### config.mk
export PLATFORM = sky130hd
export DESIGN_NAME = i2c_cond_gen
export DESIGN_NICKNAME = d
export VERILOG_FILES = /design/src/rtl/i2c_cond_pkg.sv /design/src/rtl/i2c_cond_timer.sv /design/src/rtl/i2c_cond_gen.sv
export SDC_FILE = /design/constraint.sdc
export NUM_CORES = 1
export LEC_CHECK = 0
export ABC_AREA = 1
export BUFFER_PORTS_ARGS = -buffer_cell sky130_fd_sc_hd__buf_2
export CAP_MARGIN = 15
export CORE_ASPECT_RATIO = 1.2
export CORE_MARGIN = 3
export CORE_UTILIZATION = 54
export DETAILED_ROUTE_END_ITERATION = 6
export PLACE_DENSITY = 0.88
export SYNTH_ARGS = -nofsm -noshare
export SYNTH_HDL_FRONTEND = slang
export SYNTH_SLANG_ARGS = --single-unit
### constraint.sdc
create_clock -name clk -period 1.6 [get_ports clk]
set_input_delay 0.08 -clock clk [delete_from_list [all_inputs] [get_ports clk]]
set_output_delay 0.08 -clock clk [all_outputs]
set_load 0.02 [all_outputs]
### src/rtl/i2c_cond_pkg.sv
package i2c_cond_pkg;

    localparam int BIT_MST = 7;
    localparam int BIT_TRX = 6;
    localparam int BIT_BB  = 5;
    localparam int FLAG_W  = 5;

    typedef enum logic [2:0] {
        ST_IDLE,
        ST_S_SETUP,
        ST_S_HOLD,
        ST_B_LOW,
        ST_B_HIGH,
        ST_P_SETUP,
        ST_P_HOLD
    } cond_state_e;

    typedef struct packed {
        cond_state_e         state;
        logic                mst;
        logic                trx;
        logic                bb;
        logic                bb_tgt;
        logic                hs;
        logic [FLAG_W-1:0]   flags;
        logic                scl_low;
        logic                sda_low;
        logic [2:0]          bits;
        logic                done;
    } cond_regs_t;

endpackage

### src/rtl/i2c_cond_timer.sv
module i2c_cond_timer #(
    parameter int W = 5
) (
    input  logic         clk,
    input  logic         rst_n,
    input  logic         load,
    input  logic [W-1:0] len,
    output logic         fire
);
    typedef struct packed {
        logic         act;
        logic [W-1:0] cnt;
    } tmr_t;

    tmr_t t_d, t_q;

    always_comb begin
        t_d = t_q;
        if (load) begin
            t_d.act = 1'b1;
            t_d.cnt = len - 1'b1;
        end else if (t_q.act) begin
            if (t_q.cnt == '0) t_d.act = 1'b0;
            else               t_d.cnt = t_q.cnt - 1'b1;
        end
    end

    always_ff @(posedge clk or negedge rst_n) begin
        if (!rst_n) t_q <= '0;
        else        t_q <= t_d;
    end

    assign fire = t_q.act && (t_q.cnt == '0);
endmodule

### src/rtl/i2c_cond_gen.sv
module i2c_cond_gen
    import i2c_cond_pkg::*;
#(
    parameter int STD_EDGE  = 20,
    parameter int FAST_EDGE = 10,
    parameter int STD_BB    = 12,
    parameter int FAST_BB   = 6
) (
    input  logic        clk,
    input  logic        rst_n,
    input  logic        en_i,
    input  logic        hs_mode_i,
    input  logic        wr_en_i,
    input  logic [7:0]  wr_data_i,
    input  logic [4:0]  flags_i,
    output logic [7:0]  status_o,
    output logic        scl_low_o,
    output logic        sda_low_o,
    output logic [2:0]  bit_cnt_o,
    output logic        busy_o,
    output logic        done_o
);
    localparam int MAX_E = (STD_EDGE > FAST_EDGE) ? STD_EDGE : FAST_EDGE;
    localparam int MAX_B = (STD_BB > FAST_BB) ? STD_BB : FAST_BB;
    localparam int MAX_V = (MAX_E > MAX_B) ? MAX_E : MAX_B;
    localparam int CW    = $clog2(MAX_V + 1);

    cond_regs_t r_d, r_q;
    logic          seq_load, bb_load, seq_fire, bb_fire;
    logic          hs_now, cond_req;
    logic [CW-1:0] seq_len, bb_len;

    i2c_cond_timer #(.W(CW)) u_seq_tmr (
        .clk(clk), .rst_n(rst_n), .load(seq_load), .len(seq_len), .fire(seq_fire)
    );

    i2c_cond_timer #(.W(CW)) u_bb_tmr (
        .clk(clk), .rst_n(rst_n), .load(bb_load), .len(bb_len), .fire(bb_fire)
    );

    always_comb begin
        r_d       = r_q;
        r_d.done  = 1'b0;
        r_d.flags = flags_i;
        seq_load  = 1'b0;
        bb_load   = 1'b0;
        hs_now    = (r_q.state == ST_IDLE) ? hs_mode_i : r_q.hs;
        seq_len   = hs_now ? CW'(FAST_EDGE) : CW'(STD_EDGE);
        bb_len    = hs_mode_i ? CW'(FAST_BB) : CW'(STD_BB);
        cond_req  = en_i && wr_data_i[BIT_MST] && wr_data_i[BIT_TRX];

        if (bb_fire) r_d.bb = r_q.bb_tgt;

        unique case (r_q.state)
            ST_IDLE: begin
                if (wr_en_i) begin
                    r_d.mst = wr_data_i[BIT_MST];
                    r_d.trx = wr_data_i[BIT_TRX];
                    if (cond_req) begin
                        seq_load   = 1'b1;
                        bb_load    = 1'b1;
                        r_d.bb_tgt = wr_data_i[BIT_BB];
                        r_d.hs     = hs_mode_i;
                        r_d.scl_low = 1'b0;
                        if (wr_data_i[BIT_BB]) begin
                            r_d.state   = ST_S_SETUP;
                            r_d.sda_low = 1'b0;
                            r_d.bits    = 3'd0;
                        end else begin
                            r_d.state   = ST_P_SETUP;
                            r_d.sda_low = 1'b1;
                        end
                    end
                end
            end
            ST_S_SETUP: if (seq_fire) begin
                r_d.state   = ST_S_HOLD;
                r_d.sda_low = 1'b1;
                seq_load    = 1'b1;
            end
            ST_S_HOLD: if (seq_fire) begin
                r_d.state   = ST_B_LOW;
                r_d.scl_low = 1'b1;
                seq_load    = 1'b1;
            end
            ST_B_LOW: if (seq_fire) begin
                r_d.state   = ST_B_HIGH;
                r_d.scl_low = 1'b0;
                seq_load    = 1'b1;
            end
            ST_B_HIGH: if (seq_fire) begin
                r_d.bits    = r_q.bits + 3'd1;
                r_d.scl_low = 1'b1;
                if (r_q.bits == 3'd7) begin
                    r_d.state = ST_IDLE;
                    r_d.done  = 1'b1;
                end else begin
                    r_d.state = ST_B_LOW;
                    seq_load  = 1'b1;
                end
            end
            ST_P_SETUP: if (seq_fire) begin
                r_d.state   = ST_P_HOLD;
                r_d.sda_low = 1'b0;
                seq_load    = 1'b1;
            end
            ST_P_HOLD: if (seq_fire) begin
                r_d.state = ST_IDLE;
                r_d.done  = 1'b1;
            end
            default: r_d.state = ST_IDLE;
        endcase
    end

    always_ff @(posedge clk or negedge rst_n) begin
        if (!rst_n) r_q <= '0;
        else        r_q <= r_d;
    end

    assign status_o  = {r_q.mst, r_q.trx, r_q.bb, r_q.flags};
    assign scl_low_o = r_q.scl_low;
    assign sda_low_o = r_q.sda_low;
    assign bit_cnt_o = r_q.bits;
    assign busy_o    = (r_q.state != ST_IDLE);
    assign done_o    = r_q.done;
endmodule

# After elaboration in Yosys (flattened, before gate mapping)
# Cells that the tools add are included.
[word_totals] romBits=0 n_memories=0 latchBits=0 in_bits=18 ff_bits=31 ram_bits=0 wordCells=103
[classes] div=0 reduce_logical=23 shift=0 bitwise_logic=0 muxes=41 multipliers=0 addsub=5 magnitude_cmp=0 n_eq_ne=19
[op_table] op="$mux W5" n=6
[op_table] op="$mux W3" n=9
[op_table] op="$mux W6" n=4
[op_table] op="$ne A2 B2 Y1 const B" n=11
[op_table] op="$pmux W3 S7" n=1
[op_table] op="$reduce_and A5 Y1" n=3
[op_table] op="$sub A5 B1 Y5 const B" n=3
[op_table] op="$mux W1" n=13
[op_table] op="$eq A3 B3 Y1 const B" n=4
[op_table] op="$logic_not A5 Y1" n=2
[op_table] op="$pmux W1 S3" n=3
[op_table] op="$reduce_bool A3 Y1" n=3
[op_table] op="$mux W4" n=2
[op_table] op="$reduce_and A8 Y1" n=1
[op_table] op="$eq A3 B2 Y1 const B" n=2
[op_table] op="$pmux W3 S2" n=1
[op_table] op="$reduce_and A2 Y1" n=3
[op_table] op="$reduce_bool A2 Y1" n=3
[op_table] op="$sub A4 B1 Y5 const B" n=1
[op_table] op="$logic_and A1 B1 Y1" n=4
[op_table] op="$reduce_or A4 Y1" n=1
[op_table] op="$add A3 B1 Y3 const B" n=1
[op_table] op="$eq A3 B1 Y1 const B" n=1
[op_table] op="$logic_not A3 Y1" n=1
[op_table] op="other kinds (5)" n=5

# Depth between registers and ports, before layout
[logic_depth] ltp_word=7 depth_mapped=11 ltp_nobuf=11

# Hierarchy
# Synthesis repeated with hierarchy kept, for this count alone.
[hier_totals] hier_cells=272 area_unflattened_um2=1968.1
[by_module_without_submodules] mod="i2c_cond_gen" cells_each=132 area_each_um2=1047.3 instances=1
[by_module_without_submodules] mod="i2c_cond_timer" cells_each=70 area_each_um2=460.4 instances=2

# Worst setup path after synthesis
# OpenSTA, ideal clock, no wires.
[synth_path] kind="register to register" startpoint="register r_q (netlist bit bit_cnt_o[0])" endpoint="register u_seq_tmr.t_q[4] in the netlist's numbering" path_buffers=0 setup_slack_ps=124 period_less_slack_ps=1476 t_arrival_ps=1359 stages_incl_launch_ff=11 path_cell_list="dfrtp_1 ha_1 ha_1 o21ai_1 nand3_1 nand2_4 nand2_4 nand2_1 nand2_1 nand2_1 nand2_1"
[synth_between] elab_chain_len=6 word_cells_on_any_way=8 cone_classes="2 x eq/ne; 4 x mux; 2 x reduce/logical"
[synth_rtl] element="start, declared" line_no="i2c_cond_gen.sv:28" rtl="cond_regs_t r_d, r_q;"
[synth_rtl] element="start signal, assigned" line_no="i2c_cond_gen.sv:117" rtl="else r_q <= r_d;"
[synth_rtl] element="$eq A3 B3 Y1 *" line_no="i2c_cond_gen.sv:94" rtl="if (r_q.bits == 3'd7) begin"
[synth_rtl] element="$mux W1 *" line_no="i2c_cond_gen.sv:94"
[synth_rtl] element="$mux W1 *" line_no="i2c_cond_gen.sv:91" rtl="ST_B_HIGH: if (seq_fire) begin"
[synth_rtl] element="$pmux W1 S3 *" line_no="i2c_cond_gen.sv:54" rtl="unique case (r_q.state)"
[synth_rtl] element="$ne A2 B2 Y1 (no source line) / $reduce_bool A2 Y1 (equally long branches)"
[synth_rtl] element="$reduce_and A2 Y1 (no source line)"
[synth_rtl] element="end signal, assigned" line_no="i2c_cond_timer.sv:30" rtl="else t_q <= t_d;"
[synth_rtl] element="end, declared" line_no="i2c_cond_timer.sv:15" rtl="tmr_t t_d, t_q;"
# Every way passes the cells marked *; elsewhere a longest branch is shown, timed or not.
# A chain may end at the register's enable or synchronous reset.

# Final worst setup path
[layout_path] startpoint="register u_seq_tmr.t_q[1] in the netlist's numbering" endpoint="register r_q[18] in the netlist's numbering"
[layout_between] elab_chain_len=4 word_cells_on_any_way=9 cone_classes="6 x eq/ne; 3 x reduce/logical"
[layout_rtl] element="$logic_not A5 Y1 *" line_no="i2c_cond_timer.sv:33" rtl="assign fire = t_q.act && (t_q.cnt == '0);"
[layout_rtl] element="$logic_and A1 B1 Y1 *" line_no="i2c_cond_timer.sv:33"
[layout_rtl] element="$ne A2 B2 Y1 (no source line)"
[layout_rtl] element="$reduce_and A8 Y1 (no source line) *"
# Marks and branches as above.

==> impl_metrics.json <==
{
  "status": "completed",
  "slew_violations": 0,
  "final.setup.tns_ns": 0,
  "peakVddDrop_uv": 1110,
  "viasPerCell": 4.99,
  "dp_slack_ns": 0.0167,
  "grt_max_degree": 32,
  "final-hold-violation-count": 0,
  "io_buffers": 27,
  "cts_sinks": 31,
  "async_flop_share_pct": 100,
  "cts_buffer_depth": 2,
  "antenna_found_initial": 0,
  "wl_um": 3310,
  "root_buffer": "clkbuf_4",
  "drt-initial-drc-count": 33,
  "rsz0062_at_grt": "true",
  "period_share_pct": 94.8,
  "ant_nets": 0,
  "synth-main-ff-cell": "dfrtp_1",
  "dieArea_mm2": 0.00379,
  "synth_area_mm2": 0.00166,
  "clkTransAtPathRegs_ns": 0.09,
  "ys_seq_elements": 31,
  "worstPathArrival_ns": 1.73,
  "layout-drive-gt1-share_pct": 28.6,
  "ioPinCount": 33,
  "critical_path_required_ns": 1.82,
  "setup_violations": 0,
  "overflow": 0,
  "synth.avg_cell_area_um2": 8.32,
  "fp.dieW_um": 56.7,
  "n_antenna_cell": 0,
  "synth_top_area_share_pct": 46.6,
  "end_kind": "flop",
  "p_leak_nw": 1.05,
  "ys.warnings.count": 0,
  "areaGrowthSynthToFinish_pct": 21.2,
  "die_h_um": 66.8,
  "hpwl_um": 2200,
  "vias": 1373,
  "worst_pin_slew_ns": 0.681,
  "final_nets": 263,
  "hp-class": "input port to flop",
  "grt_pass1_wl_um": 5440,
  "max_freq_ghz": 0.659,
  "syn_inst": 200,
  "power.density_mw_per_mm2": 1810,
  "ys_seq_area_share_pct": 46.6,
  "fin_crit_ns": 1.52,
  "finalWorstSetupSlack_ns": 0.0826,
  "utilization_pct": 70.4,
  "timing.max_cap.violations": 0,
  "fp.coreArea_mm2": 0.00286,
  "firstDrtPassIters": 4,
  "place.gp.congestion": 0.821,
  "slew_headroom_pct": 54.6,
  "synthTopCellsByArea": "dfrtp_1, nand2_1, buf_4",
  "ctsHtreeMaxLevel": 2,
  "start_kind": "flop",
  "initial_core_util_pct": 58.1,
  "tritoncts": "done",
  "synth_nets": 223,
  "timing.clock.skew_ns": 0.00938,
  "synth-edff-count": 0,
  "post-route-drc-count": 0,
  "cts_inserted_buffers": 5,
  "grt_pass1_vias": 1262,
  "synth_top_cells_by_count": "nand2_1, dfrtp_1, inv_1",
  "synth_most_common_cell": "nand2_1",
  "path_class": "flop to flop",
  "crit_fanout": 6,
  "rows": 21,
  "synth_top_area_cell": "dfrtp_1",
  "grtUsageTotal_pct": 18.2,
  "ys_types": 26,
  "insertion_delay_ns": 0.32,
  "wl_per_cell_um": 12.0
}
[through the flow]
step / std cells / hold slack, ns / total power, mW / cell area [um^2]
after floorplan: 200 / -0.216 / 2.65 / 1660
after global placement: 255 / 0.153 / 2.95 / 1800
after detailed placement: 255 / 0.156 / 3.01 / 1800
after CTS: 271 / 0.0141 / 3.46 / 1930
after global routing: 275 / 0.0402 / 4.00 / 2020
final: 275 / 0.0204 / 3.66 / 2020
[cell type report]
type | count | area (um^2)
fillers | 220 | 847
flip-flops and latches | 31 | 776
multi-input cells | 134 | 771
repair buffers | 44 | 283
inverters | 24 | 95.1
clock buffers | 7 | 45.0
well taps | 34 | 42.5
clock inverters | 1 | 5.00
[final timing paths]
kind,start,end,slack (ns),cells after the start
setup / recovery,u_seq_tmr.t_q[1],r_q[18],0.08,9
hold / removal,hs_mode_i,r_q[11],0.02,3
setup reg to reg,u_seq_tmr.t_q[1],r_q[18],0.08,9
hold reg to reg,scl_low_o,scl_low_o,0.48,2
max in group asynchronous,rst_n,u_seq_tmr.t_q[4],0.82,2
min in group asynchronous,rst_n,status_o[2],0.34,2
[flip-flops by register name (all words and copies together) (netlist names)]
| signal | count |
|---|---|
| status_o | 8 |
| scl_low_o | 1 |
| sda_low_o | 1 |
| u_bb_tmr.t_q | 6 |
| bit_cnt_o | 3 |
| r_q | 5 |
| u_seq_tmr.t_q | 6 |
| done_o | 1 |
[cell usage in the layout (no fill, tap or decap), types with 2 or more instances in the layout]
cell and n:
o21ai_0 6, o22ai_1 2, nand2_2 3, nand2_8 2, dlygate4sd3_1 8, clkbuf_4 5
inv_4 2, inv_2 5, nand2_4 5, o21ai_1 5, dfrtp_1 31, nor3_1 3
a21oi_1 6, ha_2 2, buf_2 27, inv_1 17, xor2_1 3, nand4_1 3
nor2_1 15, nand3_1 14, ha_1 2, clkbuf_1 2, nor2_4 2, nand2_1 51
buf_4 9, a31oi_1 2
[power breakdown]
group / internal (mW) / total, mW / leakage, nW / switching, mW
logic: 0.753 / 1.93 / 0.630 / 1.18
clock network: 0.171 / 0.421 / 0.0293 / 0.250
registers: 1.06 / 1.31 / 0.389 / 0.249
[what timing repair did]
action	4_1_cts	5_1_grt
endpoints found under the setup margin	1	6
buffers inserted	0	4
pin swaps	0	6
hold buffers	8	0
resized for setup	1	13
endpoints found under the hold margin	38	0
[layer usage]
metal	up-vias	global-route usage, %	routed length, um	part of all wire [%]
met5	-	0	0	0
met4	0	8.01	55	1.7
met3	6	3.88	106	3.2
met2	20	29.0	1690	51
met1	635	23.8	1460	44
li1	712	-	-	-
[critical path, stage by stage, from the launching register on]
cell and delay (ns):
dfrtp_1 0.42, inv_2 0.08, ha_2 0.17, nand2_1 0.09, nor2_4 0.14, nand2_4 0.09, a21oi_4 0.20, nand2_4 0.09
nand2_1 0.07, o21ai_1 0.07
[cell families (layout without fill, tap and decap cells)]
family | count (synthesis) | after routing | share of synthesized area (%)
AOI/OAI and AO/OA | 24 | 24 | 7.89
xor gates and xnor gates | 3 | 3 | 1.58
adders and majority gates | 5 | 5 | 3.76
buffers and inverters | 35 | 76 | 10.7
DFF | 31 | 31 | 46.6
muxes | 1 | 1 | 0.602
and+or+nand+nor | 101 | 101 | 28.9
Note: power is estimated with default switching activity, not from simulation.
